File: src/rtl/cle_pkg.sv
package cle_pkg;
  localparam int WORD_W   = 32;
  localparam int REG_AW   = 20;
  localparam int BE_W     = 4;
  localparam int OPC_LSB  = 24;
  localparam int BE_LSB   = 20;
  localparam logic [7:0] OPC_SINGLE  = 8'h01;
  localparam logic [7:0] OPC_INDEXED = 8'h09;
  localparam logic [1:0] SEL_CTRL = 2'd0;
  localparam logic [1:0] SEL_HEAD = 2'd1;
  localparam logic [1:0] SEL_TAIL = 2'd2;

  typedef enum logic [3:0] {
    SQ_IDLE, SQ_BOUND, SQ_RD0, SQ_ISS1, SQ_RD1,
    SQ_DECODE, SQ_WR, SQ_ISSD, SQ_RDD, SQ_WRD
  } seq_state_e;

  typedef enum logic [1:0] {RD_IDLE, RD_REQ, RD_WAIT} rd_state_e;
endpackage

File: src/rtl/cle_csr.sv
module cle_csr #(
  parameter int MEM_AW = 32
) (
  input  logic              clk,
  input  logic              rst_n,
  input  logic              cfg_we,
  input  logic [1:0]        cfg_sel,
  input  logic [MEM_AW-1:0] cfg_wdata,
  input  logic              busy,
  output logic              enable,
  output logic [MEM_AW-1:0] head,
  output logic [MEM_AW-1:0] tail,
  output logic              start,
  output logic              err
);
  import cle_pkg::*;

  logic sel_valid, reject;

  always_comb begin
    sel_valid = (cfg_sel != 2'd3);
    start     = cfg_we && (cfg_sel == SEL_TAIL) && enable && !busy;
    reject    = cfg_we && ((busy && sel_valid) || ((cfg_sel == SEL_TAIL) && !enable));
  end

  always_ff @(posedge clk or negedge rst_n) begin
    if (!rst_n) begin
      enable <= 1'b0;
      head   <= '0;
      tail   <= '0;
      err    <= 1'b0;
    end else begin
      if (cfg_we && !busy) begin
        if (cfg_sel == SEL_CTRL) enable <= cfg_wdata[0];
        if (cfg_sel == SEL_HEAD) head   <= cfg_wdata;
      end
      if (start) tail <= cfg_wdata;
      if (reject) err <= 1'b1;
    end
  end


  err_sticky_chk: assert property (@(posedge clk) disable iff (!rst_n)
    err |=> err);


  tail_locked_chk: assert property (@(posedge clk) disable iff (!rst_n)
    busy |=> $stable(tail));
endmodule

File: src/rtl/cle_word_reader.sv
module cle_word_reader #(
  parameter int MEM_AW = 32
) (
  input  logic                       clk,
  input  logic                       rst_n,
  input  logic                       go,
  input  logic [MEM_AW-1:0]          go_addr,
  output logic                       done,
  output logic [cle_pkg::WORD_W-1:0] rdata,
  output logic                       mem_req_valid,
  input  logic                       mem_req_ready,
  output logic [MEM_AW-1:0]          mem_req_addr,
  input  logic                       mem_rsp_valid,
  output logic                       mem_rsp_ready,
  input  logic [cle_pkg::WORD_W-1:0] mem_rsp_data
);
  import cle_pkg::*;

  rd_state_e state;
  logic [MEM_AW-1:0] addr_q;

  assign mem_req_valid = (state == RD_REQ);
  assign mem_rsp_ready = (state == RD_WAIT);
  assign mem_req_addr  = addr_q;
  assign done          = mem_rsp_valid && mem_rsp_ready;
  assign rdata         = mem_rsp_data;

  always_ff @(posedge clk or negedge rst_n) begin
    if (!rst_n) begin
      state  <= RD_IDLE;
      addr_q <= '0;
    end else begin
      case (state)
        RD_IDLE: if (go) begin
          addr_q <= go_addr;
          state  <= RD_REQ;
        end
        RD_REQ:  if (mem_req_ready) state <= RD_WAIT;
        RD_WAIT: if (mem_rsp_valid) state <= RD_IDLE;
        default: state <= RD_IDLE;
      endcase
    end
  end


  req_hold_chk: assert property (@(posedge clk) disable iff (!rst_n)
    mem_req_valid && !mem_req_ready |=> mem_req_valid && $stable(mem_req_addr));


  addr_align_chk: assert property (@(posedge clk) disable iff (!rst_n)
    mem_req_valid |-> (mem_req_addr[1:0] == 2'b00));


  go_idle_chk: assert property (@(posedge clk) disable iff (!rst_n)
    go |-> (state == RD_IDLE));
endmodule

File: src/rtl/cle_wr_master.sv
module cle_wr_master (
  input  logic                       clk,
  input  logic                       rst_n,
  input  logic                       go,
  input  logic [cle_pkg::REG_AW-1:0] go_addr,
  input  logic [cle_pkg::WORD_W-1:0] go_data,
  input  logic [cle_pkg::BE_W-1:0]   go_be,
  output logic                       done,
  output logic                       reg_wr_valid,
  input  logic                       reg_wr_ready,
  output logic [cle_pkg::REG_AW-1:0] reg_wr_addr,
  output logic [cle_pkg::WORD_W-1:0] reg_wr_data,
  output logic [cle_pkg::BE_W-1:0]   reg_wr_be
);
  assign done = reg_wr_valid && reg_wr_ready;

  always_ff @(posedge clk or negedge rst_n) begin
    if (!rst_n) begin
      reg_wr_valid <= 1'b0;
      reg_wr_addr  <= '0;
      reg_wr_data  <= '0;
      reg_wr_be    <= '0;
    end else if (go) begin
      reg_wr_valid <= 1'b1;
      reg_wr_addr  <= go_addr;
      reg_wr_data  <= go_data;
      reg_wr_be    <= go_be;
    end else if (done) begin
      reg_wr_valid <= 1'b0;
    end
  end


  wr_hold_chk: assert property (@(posedge clk) disable iff (!rst_n)
    reg_wr_valid && !reg_wr_ready |=> reg_wr_valid && $stable(reg_wr_addr)
      && $stable(reg_wr_data) && $stable(reg_wr_be));


  no_clobber_chk: assert property (@(posedge clk) disable iff (!rst_n)
    go |-> !reg_wr_valid);
endmodule

File: src/rtl/cle_sequencer.sv
module cle_sequencer #(
  parameter int MEM_AW = 32
) (
  input  logic                       clk,
  input  logic                       rst_n,
  input  logic                       start,
  input  logic [MEM_AW-1:0]          head,
  input  logic [MEM_AW-1:0]          tail,
  output logic                       busy,
  output logic                       rd_go,
  output logic [MEM_AW-1:0]          rd_addr,
  input  logic                       rd_done,
  input  logic [cle_pkg::WORD_W-1:0] rd_data,
  output logic                       wr_go,
  output logic [cle_pkg::REG_AW-1:0] wr_addr,
  output logic [cle_pkg::WORD_W-1:0] wr_data,
  output logic [cle_pkg::BE_W-1:0]   wr_be,
  input  logic                       wr_done
);
  import cle_pkg::*;

  localparam logic [MEM_AW-1:0] STEP4  = MEM_AW'(4);
  localparam logic [MEM_AW-1:0] STEP8  = MEM_AW'(8);
  localparam logic [MEM_AW-1:0] ALIGN8 = ~MEM_AW'(7);
  localparam logic [REG_AW-1:0] RSTEP  = REG_AW'(4);

  seq_state_e        state;
  logic [MEM_AW-1:0] ptr, dptr, tail_al, burst_end, next_ptr;
  logic [WORD_W-1:0] w0, w1, remain;
  logic [REG_AW-1:0] idx_addr;
  logic [7:0]        opcode;
  logic              at_end;

  always_comb begin
    tail_al   = tail & ALIGN8;
    at_end    = (ptr >= tail_al);
    opcode    = w1[WORD_W-1:OPC_LSB];
    burst_end = dptr + STEP4;
    next_ptr  = burst_end[2] ? (burst_end + STEP4) : burst_end;
    busy      = (state != SQ_IDLE);
    rd_go     = ((state == SQ_BOUND) && !at_end) || (state == SQ_ISS1) || (state == SQ_ISSD);
    rd_addr   = (state == SQ_ISS1) ? (ptr + STEP4) : ((state == SQ_ISSD) ? dptr : ptr);
    wr_go     = ((state == SQ_DECODE) && (opcode == OPC_SINGLE)) || ((state == SQ_RDD) && rd_done);
    wr_addr   = (state == SQ_DECODE) ? w1[REG_AW-1:0] : idx_addr;
    wr_data   = (state == SQ_DECODE) ? w0 : rd_data;
    wr_be     = (state == SQ_DECODE) ? w1[BE_LSB+BE_W-1:BE_LSB] : {BE_W{1'b1}};
  end

  always_ff @(posedge clk or negedge rst_n) begin
    if (!rst_n) begin
      state    <= SQ_IDLE;
      ptr      <= '0;
      dptr     <= '0;
      w0       <= '0;
      w1       <= '0;
      remain   <= '0;
      idx_addr <= '0;
    end else begin
      case (state)
        SQ_IDLE: if (start) begin
          ptr   <= head & ALIGN8;
          state <= SQ_BOUND;
        end
        SQ_BOUND: state <= at_end ? SQ_IDLE : SQ_RD0;
        SQ_RD0: if (rd_done) begin
          w0    <= rd_data;
          state <= SQ_ISS1;
        end
        SQ_ISS1: state <= SQ_RD1;
        SQ_RD1: if (rd_done) begin
          w1    <= rd_data;
          state <= SQ_DECODE;
        end
        SQ_DECODE: begin
          if (opcode == OPC_SINGLE) begin
            state <= SQ_WR;
          end else if (opcode == OPC_INDEXED) begin
            remain   <= w0;
            idx_addr <= w1[REG_AW-1:0];
            dptr     <= ptr + STEP8;
            if (w0 == '0) begin
              ptr   <= ptr + STEP8;
              state <= SQ_BOUND;
            end else begin
              state <= SQ_ISSD;
            end
          end else begin
            ptr   <= ptr + STEP8;
            state <= SQ_BOUND;
          end
        end
        SQ_WR: if (wr_done) begin
          ptr   <= ptr + STEP8;
          state <= SQ_BOUND;
        end
        SQ_ISSD: state <= SQ_RDD;
        SQ_RDD:  if (rd_done) state <= SQ_WRD;
        SQ_WRD: if (wr_done) begin
          idx_addr <= idx_addr + RSTEP;
          dptr     <= dptr + STEP4;
          remain   <= remain - 1'b1;
          if (remain == WORD_W'(1)) begin
            ptr   <= next_ptr;
            state <= SQ_BOUND;
          end else begin
            state <= SQ_ISSD;
          end
        end
        default: state <= SQ_IDLE;
      endcase
    end
  end


  boundary_align_chk: assert property (@(posedge clk) disable iff (!rst_n)
    (state == SQ_BOUND) |-> (ptr[2:0] == 3'b000));


  finish_chk: assert property (@(posedge clk) disable iff (!rst_n)
    (state == SQ_BOUND) && at_end |=> !busy);
endmodule

File: src/rtl/cmdlist_exec.sv
module cmdlist_exec #(
  parameter int MEM_AW = 32
) (
  input  logic              clk,
  input  logic              rst_n,
  input  logic              cfg_we,
  input  logic [1:0]        cfg_sel,
  input  logic [MEM_AW-1:0] cfg_wdata,
  output logic              enabled,
  output logic              busy,
  output logic              err,
  output logic              mem_req_valid,
  input  logic              mem_req_ready,
  output logic [MEM_AW-1:0] mem_req_addr,
  input  logic              mem_rsp_valid,
  output logic              mem_rsp_ready,
  input  logic [31:0]       mem_rsp_data,
  output logic              reg_wr_valid,
  input  logic              reg_wr_ready,
  output logic [19:0]       reg_wr_addr,
  output logic [31:0]       reg_wr_data,
  output logic [3:0]        reg_wr_be
);
  import cle_pkg::*;

  logic [MEM_AW-1:0] head, tail, rd_addr;
  logic              start, rd_go, rd_done, wr_go, wr_done;
  logic [WORD_W-1:0] rd_data, wr_data;
  logic [REG_AW-1:0] wr_addr;
  logic [BE_W-1:0]   wr_be;

  cle_csr #(.MEM_AW(MEM_AW)) u_csr (
    .clk(clk), .rst_n(rst_n), .cfg_we(cfg_we), .cfg_sel(cfg_sel),
    .cfg_wdata(cfg_wdata), .busy(busy), .enable(enabled), .head(head),
    .tail(tail), .start(start), .err(err)
  );

  cle_sequencer #(.MEM_AW(MEM_AW)) u_seq (
    .clk(clk), .rst_n(rst_n), .start(start), .head(head), .tail(tail),
    .busy(busy), .rd_go(rd_go), .rd_addr(rd_addr), .rd_done(rd_done),
    .rd_data(rd_data), .wr_go(wr_go), .wr_addr(wr_addr), .wr_data(wr_data),
    .wr_be(wr_be), .wr_done(wr_done)
  );

  cle_word_reader #(.MEM_AW(MEM_AW)) u_rd (
    .clk(clk), .rst_n(rst_n), .go(rd_go), .go_addr(rd_addr),
    .done(rd_done), .rdata(rd_data), .mem_req_valid(mem_req_valid),
    .mem_req_ready(mem_req_ready), .mem_req_addr(mem_req_addr),
    .mem_rsp_valid(mem_rsp_valid), .mem_rsp_ready(mem_rsp_ready),
    .mem_rsp_data(mem_rsp_data)
  );

  cle_wr_master u_wr (
    .clk(clk), .rst_n(rst_n), .go(wr_go), .go_addr(wr_addr),
    .go_data(wr_data), .go_be(wr_be), .done(wr_done),
    .reg_wr_valid(reg_wr_valid), .reg_wr_ready(reg_wr_ready),
    .reg_wr_addr(reg_wr_addr), .reg_wr_data(reg_wr_data),
    .reg_wr_be(reg_wr_be)
  );


  start_busy_chk: assert property (@(posedge clk) disable iff (!rst_n)
    cfg_we && (cfg_sel == SEL_TAIL) && enabled && !busy |=> busy);


  idle_quiet_chk: assert property (@(posedge clk) disable iff (!rst_n)
    !busy |-> !mem_req_valid && !reg_wr_valid);
endmodule

File: config.mk
export PLATFORM = sky130hd
export DESIGN_NAME = cmdlist_exec
export DESIGN_NICKNAME = d
export VERILOG_FILES = /design/src/rtl/cle_pkg.sv /design/src/rtl/cle_csr.sv /design/src/rtl/cle_word_reader.sv /design/src/rtl/cle_wr_master.sv /design/src/rtl/cle_sequencer.sv /design/src/rtl/cmdlist_exec.sv
export SDC_FILE = /design/constraint.sdc
export NUM_CORES = 1
export LEC_CHECK = 0
export ABC_CLOCK_PERIOD_IN_PS = 4100
export BUFFER_PORTS_ARGS = -buffer_cell sky130_fd_sc_hd__buf_2
export CAP_MARGIN = 0
export CORE_MARGIN = 2
export CORE_UTILIZATION = 45
export CTS_CLUSTER_DIAMETER = 120
export CTS_CLUSTER_SIZE = 24
export DETAILED_ROUTE_END_ITERATION = 12
export GPL_TIMING_DRIVEN = 0
export PLACE_DENSITY = 0.64
export SYNTH_ARGS = -nofsm -noshare
export SYNTH_HDL_FRONTEND = slang
export SYNTH_SLANG_ARGS = --single-unit
File: constraint.sdc
create_clock -name clk -period 4.1 [get_ports clk]
set_input_delay 0.205 -clock clk [delete_from_list [all_inputs] [get_ports clk]]
set_output_delay 0.205 -clock clk [all_outputs]
set_load 0.02 [all_outputs]
==> impl_results.rst <==
.. list-table::
   :header-rows: 1

   * - Metric
     - Value
   * - Run status
     - complete, no violations
   * - Placed Cells
     - 2605
   * - Startpoint of the worst register-to-register path
     - u_seq.ptr[5]
   * - Area leader, netlist
     - sky130_fd_sc_hd__dfrtp_1
   * - Final-stage net count
     - 2273
   * - Power share of the sequential group
     - 0.451
   * - Critical path launch point type
     - flip-flop
   * - H-tree depth reported by CTS
     - 1
   * - Critical Path End Type
     - flip-flop
   * - Core region area
     - 39800 um^2
   * - Maximum number of buffers from clock root to sink
     - 3
   * - Maxcap violations
     - 0
   * - Post-synthesis cell area
     - 18200 um^2
   * - Gate count after technology mapping
     - 1914
   * - Required time of the critical path
     - 4.52 ns
   * - HP Class
     - primary input to flip-flop
   * - Tightest slew margin relative to the limit
     - 0.318
   * - Number of hold violations in the final report
     - 0
   * - Chip width
     - 205 um
   * - Count of placed standard cells in the final layout, fillers left out
     - 2691
   * - Largest cells by area after synthesis
     - sky130_fd_sc_hd__dfrtp_1, sky130_fd_sc_hd__mux2_2, sky130_fd_sc_hd__o21ai_0
   * - EDFF count, synth
     - 0
   * - Overflow left after global routing
     - 0
   * - Die Ht
     - 205 um
   * - Hold path startpoint
     - cfg_sel[0]
   * - Clock Pin Slew Worst Setup and Hold Paths
     - 0.10 ns
   * - Number of stages on the worst hold path
     - 3
   * - Per-cell routed wire length
     - 21.9 um
   * - Root Driver
     - sky130_fd_sc_hd__clkbuf_16
   * - Share of power burned in the clock network
     - 0.158
   * - Total number of yosys warnings
     - 0
   * - Clock tree from TritonCTS
     - built
   * - Internal portion of total power
     - 0.00717 W
   * - Time the final worst path needs with I/O delays and setup
     - 3.78 ns
   * - Pins Over Slew Limit
     - 0
   * - Worst clock skew
     - 0.0238 ns
   * - Setup CP Type
     - flip-flop to flip-flop
   * - Detail Placement HPWL
     - 43500 um
   * - Total power of the final layout
     - 0.0119 W
   * - Proportion of layout cells with a drive suffix above 1
     - 0.180
   * - DRC violations left
     - 0
   * - Synthesized Nets
     - 2021
   * - Distinct cell type count of the synthesized netlist
     - 80
   * - Combined global-route utilization of all metal layers
     - 0.281
   * - Wire length of the first global-routing pass
     - 91400 um
   * - Achievable frequency
     - 264 MHz
   * - DRC marker count from the first detailed-route iteration
     - 1823
   * - Number of placement rows
     - 73
   * - Worst reg2reg endpoint
     - u_rd.mem_req_addr[23]
   * - Hold path endpoint
     - u_csr.err
   * - Transition time at the pin with the least slew margin
     - 1.02 ns
   * - Starting density of the core
     - 0.457
   * - Pwr Density
     - 568 nW/um^2
   * - Setup slack of the critical path after layout
     - 0.315 ns
   * - Leakage power figure
     - 9.63 nW
   * - Initial antenna violation count
     - 2
   * - Portion of synthesized cell area occupied by the leading cell type
     - 0.459
   * - Sequential element share of the synthesized area
     - 0.459
   * - Worst Setup Slack post-DPL
     - -0.233 ns
   * - Largest fanout on the critical path
     - 10
   * - Routed via count
     - 16002
   * - Total clock buffers created by CTS
     - 17
   * - Unrepaired setup endpoints after global routing
     - false
   * - Pin count of the biggest net entering global routing
     - 93
   * - Area overhead of the layout relative to synthesis
     - 14.8%
   * - Asr flop ratio synth
     - 1.00
   * - Port buffer count
     - 163
   * - Number of clock sinks seen by CTS
     - 334
   * - Mean instance size in the synthesized netlist
     - 9.51 um^2
   * - GPL Wtd Cong
     - 0.985
   * - Via count of the first global-routing pass
     - 15758
   * - Tcrit/Tclk final
     - 0.923
   * - Relative contribution of combinational cells to total power
     - 0.391
   * - Synthesis-stage register bit count
     - 334
   * - Total wire length
     - 58900 um
   * - Primary FF master, synth
     - sky130_fd_sc_hd__dfrtp_1
   * - Arrival time of the worst setup path
     - 4.20 ns
   * - Number of setup violations in the final report
     - 0
   * - Post-route core utilization
     - 0.525
   * - Count of TritonRoute iterations in the first routing pass
     - 6
   * - Switching Share
     - 0.396
   * - Antenna Violating Nets Remaining
     - 0
   * - Setup slack of the worst register-to-register path
     - 0.32 ns
   * - Latest clock arrival within the worst-skew pair
     - 0.54 ns
   * - IO Pins
     - 166
   * - WHS
     - 0.0197 ns
   * - Total Die Area
     - 42100 um^2
   * - Post-detailed-route via-to-cell ratio
     - 5.95
   * - Antenna diodes
     - 0
   * - Worst IR Drop VDD
     - 0.000366 V
   * - R2R cell count
     - 10
   * - P_sw
     - 0.00470 W
critical path, cell delays in order (launching register included):
cell                       delay (ns)
sky130_fd_sc_hd__dfrtp_1         0.41
sky130_fd_sc_hd__ha_1            0.29
sky130_fd_sc_hd__a21o_1          0.18
sky130_fd_sc_hd__a21o_1          0.17
sky130_fd_sc_hd__a221oi_1        0.30
sky130_fd_sc_hd__o21ai_0         0.23
sky130_fd_sc_hd__a41oi_1         0.26
sky130_fd_sc_hd__nand3_1         0.33
sky130_fd_sc_hd__a21boi_2        0.67
sky130_fd_sc_hd__buf_2           0.45
sky130_fd_sc_hd__mux2_2          0.39
Yosys cell counts (10+ instances only):
master and number:
sky130_fd_sc_hd__clkbuf_1 88, sky130_fd_sc_hd__dfrtp_1 334, sky130_fd_sc_hd__and4_1 12, sky130_fd_sc_hd__mux2i_1 54
sky130_fd_sc_hd__ha_1 35, sky130_fd_sc_hd__nand3_1 65, sky130_fd_sc_hd__a31oi_1 11, sky130_fd_sc_hd__nand4_1 21
sky130_fd_sc_hd__a22oi_1 11, sky130_fd_sc_hd__xor2_1 32, sky130_fd_sc_hd__o21ai_0 201, sky130_fd_sc_hd__o22ai_1 17
sky130_fd_sc_hd__nor3_1 45, sky130_fd_sc_hd__buf_1 17, sky130_fd_sc_hd__a221oi_1 15, sky130_fd_sc_hd__xnor2_1 42
sky130_fd_sc_hd__nor4_1 27, sky130_fd_sc_hd__a21o_1 14, sky130_fd_sc_hd__o211ai_1 12, sky130_fd_sc_hd__and3_1 18
sky130_fd_sc_hd__inv_1 59, sky130_fd_sc_hd__a21oi_1 117, sky130_fd_sc_hd__mux2_2 155, sky130_fd_sc_hd__and2_1 10
sky130_fd_sc_hd__nand2_1 204, sky130_fd_sc_hd__buf_2 16, sky130_fd_sc_hd__nor2_1 150
repair_timing:
action	4_1_cts	5_1_grt
setup endpoints to repair	29	9
endpoints found under the hold margin	204	0
buffers inserted	0	0
hold buffers	67	0
resized for setup	1	1
power by group through the flow:
stage               combinational [W]  sequential, W  clock (W)
finish                        0.00464        0.00535    0.00188
global route                  0.00511        0.00548    0.00202
global placement              0.00441        0.00535          0
detailed placement            0.00454        0.00538          0
CTS                           0.00462        0.00532    0.00191
floorplan                     0.00287        0.00536          0
kinds of logic after synthesis:
group | after synthesis | share of synthesized area
AO/OA/AOI/OAI | 463 | 0.150
buffers and inverters | 185 | 0.0407
adder cells (fa/ha/maj) | 35 | 0.0241
flip-flops | 334 | 0.459
multiplexers | 209 | 0.126
XOR/XNOR | 75 | 0.0365
AND/OR/NAND/NOR | 613 | 0.164
metrics by stage:
step                      cell area (um^2)   TNS, ns
final                                20900         0
after global routing                 20900         0
after CTS                            20900         0
after detailed placement             19800     -4.41
after global placement               19700  -1253.19
after floorplan                      18200         0
state kept, by name, summed over array words and instances, names as in the netlist:
name / cells
u_seq.ptr: 31
u_wr.reg_wr_data: 32
u_rd.mem_req_addr: 32
u_csr.enable: 1
u_wr.reg_wr_addr: 20
u_seq.w0: 32
u_wr.reg_wr_valid: 1
u_seq.w1: 32
u_csr.tail: 29
u_seq.remain: 32
u_seq.idx_addr: 20
u_csr.head: 29
u_wr.reg_wr_be: 4
u_rd.state: 2
u_seq.dptr: 32
u_csr.err: 1
u_seq.state: 4
placed cells by master, fill, tap and decap left out, types with 54 or more instances in the layout:
cell type / netlist / final
sky130_fd_sc_hd__mux2i_1: 54 / 54
sky130_fd_sc_hd__inv_1: 59 / 59
sky130_fd_sc_hd__nor2_1: 150 / 150
sky130_fd_sc_hd__o21ai_0: 201 / 201
sky130_fd_sc_hd__nand2_1: 204 / 204
sky130_fd_sc_hd__dfrtp_1: 334 / 334
sky130_fd_sc_hd__buf_2: 16 / 178
sky130_fd_sc_hd__clkbuf_1: 88 / 88
sky130_fd_sc_hd__nand3_1: 65 / 65
sky130_fd_sc_hd__mux2_2: 155 / 155
sky130_fd_sc_hd__a21oi_1: 117 / 117
sky130_fd_sc_hd__dlygate4sd3_1: 0 / 67
worst max-delay path by stage:
stage,depth (start not counted),endpoint,from,slack [ns]
floorplan,10,u_seq.ptr[27],u_seq.dptr[2],1.36
global route,10,u_rd.mem_req_addr[23],u_seq.ptr[5],0.10
global placement,1,u_seq.w0[10],rst_n,-3.79
CTS,9,u_rd.mem_req_addr[23],u_seq.state[1],0.03
detailed placement,8,u_rd.mem_req_addr[23],u_seq.ptr[31],-0.23
finish,10,u_rd.mem_req_addr[23],u_seq.ptr[5],0.32
area by class of cell:
| cell class | instances | area [um^2] |
|---|---|---|
| buffer | 126 | 519 |
| clock buffer | 18 | 439 |
| clock inverter | 1 | 8.76 |
| fill | 3750 | 18900 |
| inverter | 59 | 221 |
| multi-input combinational | 1395 | 9100 |
| sequential | 334 | 8360 |
| tap | 525 | 657 |
| timing repair buffer | 233 | 1580 |
routing by layer:
layer	track usage	wire, um	vias up
li1	-	-	7323
met1	0.387	25400	7849
met2	0.456	27000	693
met3	0.0326	4190	133
met4	0.104	2250	4
met5	0	22	-
No activity file was read; power rests on OpenSTA's default activity.
